## config.mk

```make
export PLATFORM = sky130hd
export DESIGN_NAME = irqsel_top
export DESIGN_NICKNAME = d
export VERILOG_FILES = /design/src/rtl/irqsel_pkg.sv /design/src/rtl/irqsel_flag_bank.sv /design/src/rtl/irqsel_enable_reg.sv /design/src/rtl/irqsel_req_gen.sv /design/src/rtl/irqsel_top.sv
export SDC_FILE = /design/constraint.sdc
export NUM_CORES = 1
export LEC_CHECK = 0
export CAP_MARGIN = 20
export CELL_PAD_IN_SITES_DETAIL_PLACEMENT = 1
export CELL_PAD_IN_SITES_GLOBAL_PLACEMENT = 1
export CORE_ASPECT_RATIO = 1.1
export CORE_MARGIN = 2
export CORE_UTILIZATION = 28
export CTS_BUF_LIST = sky130_fd_sc_hd__clkbuf_16
export DETAILED_ROUTE_END_ITERATION = 12
export GPL_TIMING_DRIVEN = 0
export PLACE_DENSITY = 0.81
export SLEW_MARGIN = 5
export SYNTH_ARGS = -nofsm -noshare
export SYNTH_HDL_FRONTEND = slang
export SYNTH_HIERARCHICAL = 1
export SYNTH_SLANG_ARGS = --single-unit
```

## constraint.sdc

```tcl
create_clock -name clk -period 2.3 [get_ports clk]
set_input_delay 0.23 -clock clk [delete_from_list [all_inputs] [get_ports clk]]
set_output_delay 0.23 -clock clk [all_outputs]
set_load 0.1 [all_outputs]
```

## src/rtl/irqsel_pkg.sv

```systemverilog
package irqsel_pkg;
  // Strobe lane assignment inside wr_strb
  localparam int unsigned LANE_FLAG = 0;
  localparam int unsigned LANE_EN   = 1;
  localparam int unsigned NUM_LANES = 2;

  typedef enum logic [1:0] {
    WR_NONE  = 2'b00,
    WR_CLEAR = 2'b01,
    WR_MASK  = 2'b10,
    WR_BOTH  = 2'b11
  } wr_kind_e;
endpackage

```

## src/rtl/irqsel_flag_bank.sv

```systemverilog
module irqsel_flag_bank #(
  parameter int unsigned N = 8
) (
  input  logic         clk,
  input  logic         rst,
  input  logic [N-1:0] evt_i,
  input  logic [N-1:0] clr_i,
  output logic [N-1:0] flag_o
);
  for (genvar g = 0; g < N; g++) begin : g_flag
    // Event has precedence over a same-cycle clear
    always_ff @(posedge clk) begin
      if (rst)            flag_o[g] <= 1'b0;
      else if (evt_i[g])  flag_o[g] <= 1'b1;
      else if (clr_i[g])  flag_o[g] <= 1'b0;
    end
  end

  a_r2_event_sets: assert property (@(posedge clk) disable iff (rst)
    1'b1 |=> ((flag_o & $past(evt_i)) == $past(evt_i)));

  a_r3_flags_sticky: assert property (@(posedge clk) disable iff (rst)
    1'b1 |=> ((flag_o & $past(flag_o & ~clr_i)) == $past(flag_o & ~clr_i)));

  a_r4_set_wins: assert property (@(posedge clk) disable iff (rst)
    (|(evt_i & clr_i)) |=> ((flag_o & $past(evt_i & clr_i)) == $past(evt_i & clr_i)));
endmodule

```

## src/rtl/irqsel_enable_reg.sv

```systemverilog
module irqsel_enable_reg #(
  parameter int unsigned N = 8
) (
  input  logic         clk,
  input  logic         rst,
  input  logic         we_i,
  input  logic [N-1:0] d_i,
  output logic [N-1:0] en_o
);
  always_ff @(posedge clk) begin
    if (rst)       en_o <= '0;
    else if (we_i) en_o <= d_i;
  end

  a_r5_mask_holds: assert property (@(posedge clk) disable iff (rst)
    !we_i |=> $stable(en_o));

  a_r5_mask_loads: assert property (@(posedge clk) disable iff (rst)
    we_i |=> (en_o == $past(d_i)));
endmodule

```

## src/rtl/irqsel_req_gen.sv

```systemverilog
module irqsel_req_gen #(
  parameter int unsigned N = 8
) (
  input  logic         clk,
  input  logic         rst,
  input  logic [N-1:0] flag_i,
  input  logic [N-1:0] en_i,
  output logic         irq_o
);
  logic [N-1:0] live;
  assign live = flag_i & en_i;

  always_ff @(posedge clk) begin
    if (rst) irq_o <= 1'b0;
    else     irq_o <= |live;
  end

  a_r6_req_rises: assert property (@(posedge clk) disable iff (rst)
    (|(flag_i & en_i)) |=> irq_o);

  a_r7_req_drops: assert property (@(posedge clk) disable iff (rst)
    !(|(flag_i & en_i)) |=> !irq_o);

  a_r8_masked_quiet: assert property (@(posedge clk) disable iff (rst)
    (en_i == '0) |=> !irq_o);
endmodule

```

## src/rtl/irqsel_top.sv

```systemverilog
module irqsel_top
  import irqsel_pkg::*;
#(
  parameter int unsigned N = 8,
  localparam int unsigned W = 2 * N
) (
  input  logic                 clk,
  input  logic                 rst,
  input  logic [N-1:0]         evt_in,
  input  logic                 wr_en,
  input  logic [NUM_LANES-1:0] wr_strb,
  input  logic [W-1:0]         wr_data,
  output logic [W-1:0]         rd_data,
  output logic                 irq_o
);
  logic         flag_we;
  logic         en_we;
  logic [N-1:0] clr_mask;
  logic [N-1:0] flags;
  logic [N-1:0] enables;

  assign flag_we  = wr_en & wr_strb[LANE_FLAG];
  assign en_we    = wr_en & wr_strb[LANE_EN];
  assign clr_mask = flag_we ? wr_data[N-1:0] : '0;

  irqsel_flag_bank #(.N(N)) u_flags (
    .clk    (clk),
    .rst    (rst),
    .evt_i  (evt_in),
    .clr_i  (clr_mask),
    .flag_o (flags)
  );

  irqsel_enable_reg #(.N(N)) u_enables (
    .clk  (clk),
    .rst  (rst),
    .we_i (en_we),
    .d_i  (wr_data[W-1:N]),
    .en_o (enables)
  );

  irqsel_req_gen #(.N(N)) u_req (
    .clk    (clk),
    .rst    (rst),
    .flag_i (flags),
    .en_i   (enables),
    .irq_o  (irq_o)
  );

  assign rd_data = {enables, flags};

  a_r1_reset_state: assert property (@(posedge clk)
    rst |=> ((rd_data == '0) && !irq_o));

  a_r9_idle_mask: assert property (@(posedge clk) disable iff (rst)
    !wr_en |=> $stable(rd_data[W-1:N]));

  a_r9_idle_flags: assert property (@(posedge clk) disable iff (rst)
    !wr_en |=> ((rd_data[N-1:0] & $past(rd_data[N-1:0])) == $past(rd_data[N-1:0])));
endmodule

```

==> results.toml <==
[outcome]
status = "completed"

[yosys]
syn_nets = 103
synth-simple-area-share = 0.252
synth_top_family_by_area = "simple AND/OR/NAND/NOR gates"
synthMuxAreaShare = 0.102
syn_avg_cell_area_um2 = 10.6
synth_edf_count = 0
ys_types = 12
syn_area_um2 = 783
yosys_most_used_dff = "dfxtp_1"
synthAdderAreaFrac = 0
synth.top_cell.area_share = 0.435
yosysSeqAreaShare = 0.435
yosys.area.top_type = "dfxtp_1"
yosysWarnings = 6
synth.most_common_cell = "dfxtp_1"
synth-compound-area-share = 0.139
synth-xor-area-share = 0
synth_seq_cells = 17
async_reset_ff_frac = 0
syn_inst = 74
yosys-top-cells-area = "dfxtp_1 (43%), nand2b_4 (14%), mux2i_1 (10%), a21oi_2 (8.9%), and3_1 (6.4%)"

[detailed_routing]
via_per_inst = 4.58
wl_per_cell_um = 15.1
firstDrtPassIters = 4
drt_wl_total_um = 2360
remaining_drc_errors = 0
vias = 714
ant_nets = 0
drt_iter0_drc = 8

[clocking]
post_cts_buffers = 0
root_buffer = "clkbuf_16"
post_cts_resized = 0
cts_max_level = 1
cts_tree = "yes"
hold_buffers = 0
cts_buffer_depth = 2
clkSinkCount = 17
clkSlewWorstSetupHoldPaths_ns = 0.05
clock_latency_ns = 0.25
numCtsBuffers = 3

[setup_path]
cp_num_cells = 1
required_ns = 2.07
cp_slowest_cell = "clkdlybuf4s50_1"
arrival_ns = 1.85
endpoint = "rd_data[6]"
r2r_start = "u_flags/flag_o[3]"
r2r_setup_slack_ns = 1.35
end_kind = "primary output"
cp_num_buf_inv = 1
setup.worst_path.class = "reg2out"
start_kind = "flip-flop"
rr_endpoint = "u_req/irq_o"
path_delay_family = "buffers and inverters"
crit_fanout = 3
worstSetupStartpoint = "u_flags/flag_o[6]"
critPathMaxStageDelay_ns = 1.18
path_cells = "clkdlybuf4s50_1"
r2r_cells = 2

[min_path]
hp-class = "reg2reg"

[timing]
rsz0062_at_grt = "false"
setup_viol = 0
max_slew.worst_pin.slew_ns = 0.988
hold_violations = 0
period_needed_ns = 2.08
slew_headroom = 0.339
tns_ns = 0
final.setup_skew_ns = 0.00212
fmax_mhz = 481
drv_slew = 0
fin_crit_sh = 0.904

[floorplan]
ios = 46
die_w_um = 54.4
rows = 20
design.core.area_um2 = 2700
dieArea_um2 = 3240
die_h_um = 59.5
start_util = 0.290

[global_route]
grt_usage = 0.161
use_met2 = 0.294
grt_pass1_vias = 778
grt_pass1_wl_um = 3730
met3_usage = 0.0328
grt_max_degree = 10
grt-ovfl-total = 0
grt.busiest_layer = "met2"
antenna_found_initial = 0
met1_usage = 0.175

[final_layout]
nFillCells = 314
drive_above_1_share = 0.179
final_area_um2 = 1350
finalNonFillerCells = 156
num-nets-final = 153
multi_input_area_um2 = 387
post-route-util = 0.501
antenna_cells = 0
seq_area_um2 = 340
areaGrowthSynthToFinish_pct = 72.8

[pwr]
finalPower_uw = 961
powerDensity_nw_per_um2 = 710
max-vdd-ir-drop_mv = 0.337
power_leakage_nw = 0.555

[placement]
gp_congestion = 0.642
port_buffers = 45
dp_cells = 152
dp_hpwl_um = 1860
placed_area_um2 = 1270

[run]
drv_cap = 0
-- cell families (layout without fill, tap and decap cells) --
logic type,count (synthesis),count (layout)
and+or+nand+nor,25,25
DFF,17,17
AOI/OAI and AO/OA,13,13
buffers and inverters,11,60
muxes,8,8
-- layer usage --
layer  part of all wire  wire, um  vias to the layer above
met5                  0         0                        -
met4             0.0098        23                        0
met3              0.067       159                        4
met2               0.53      1240                       31
met1               0.40       937                      333
li1                   -         -                      346
-- placed cells by master, fill, tap and decap left out, drive strengths merged --
master / Yosys / layout
nor2: 8 / 8
and3: 8 / 8
dfxtp: 17 / 17
a22oi: 4 / 4
buf: 3 / 3
a41oi: 1 / 1
a21oi: 8 / 8
mux2i: 8 / 8
and2: 1 / 1
nand2b: 8 / 8
inv: 8 / 9
clkdlybuf4s50: 0 / 45
clkbuf: 0 / 3
-- sequential cells by signal (all words and copies together), names as in the netlist --
signal          cells
u_enables/en_o      8
u_req/irq_o         1
u_flags/flag_o      8
-- how the worst min path moves through the flow --
stage,from,end,slack [ns],cells after the start
finish,u_flags/flag_o[2],u_flags/flag_o[2],0.51,2
global route,u_flags/flag_o[2],u_flags/flag_o[2],0.52,2
CTS,u_flags/flag_o[2],u_flags/flag_o[2],0.51,2
detailed placement,u_flags/flag_o[1],u_flags/flag_o[1],0.50,2
global placement,u_flags/flag_o[0],u_flags/flag_o[0],0.49,2
floorplan,rst,u_req/irq_o,0.30,1
-- where the power goes --
group	switching (mW)	internal (mW)	total [mW]
clock network	0.112	0.231	0.343
logic	0.179	0.105	0.284
registers	0.0203	0.314	0.334
total	0.312	0.650	0.961
-- cell type report --
type / count / area share
clock buffer: 3 / 0.0555
tap: 33 / 0.0305
timing repair buffer: 45 / 0.333
buffer: 3 / 0.0194
multi-input combinational: 46 / 0.286
sequential: 17 / 0.251
inverter: 8 / 0.0222
clock inverter: 1 / 0.00277
-- stage by stage --
stage | hold slack (ns) | setup slack (ns)
after floorplan | 0.302 | 0.793
after global placement | 0.489 | 0.508
after detailed placement | 0.504 | 0.483
after CTS | 0.510 | 0.216
after global routing | 0.525 | 0.196
final | 0.506 | 0.221
(Power assumes the default switching activity.)
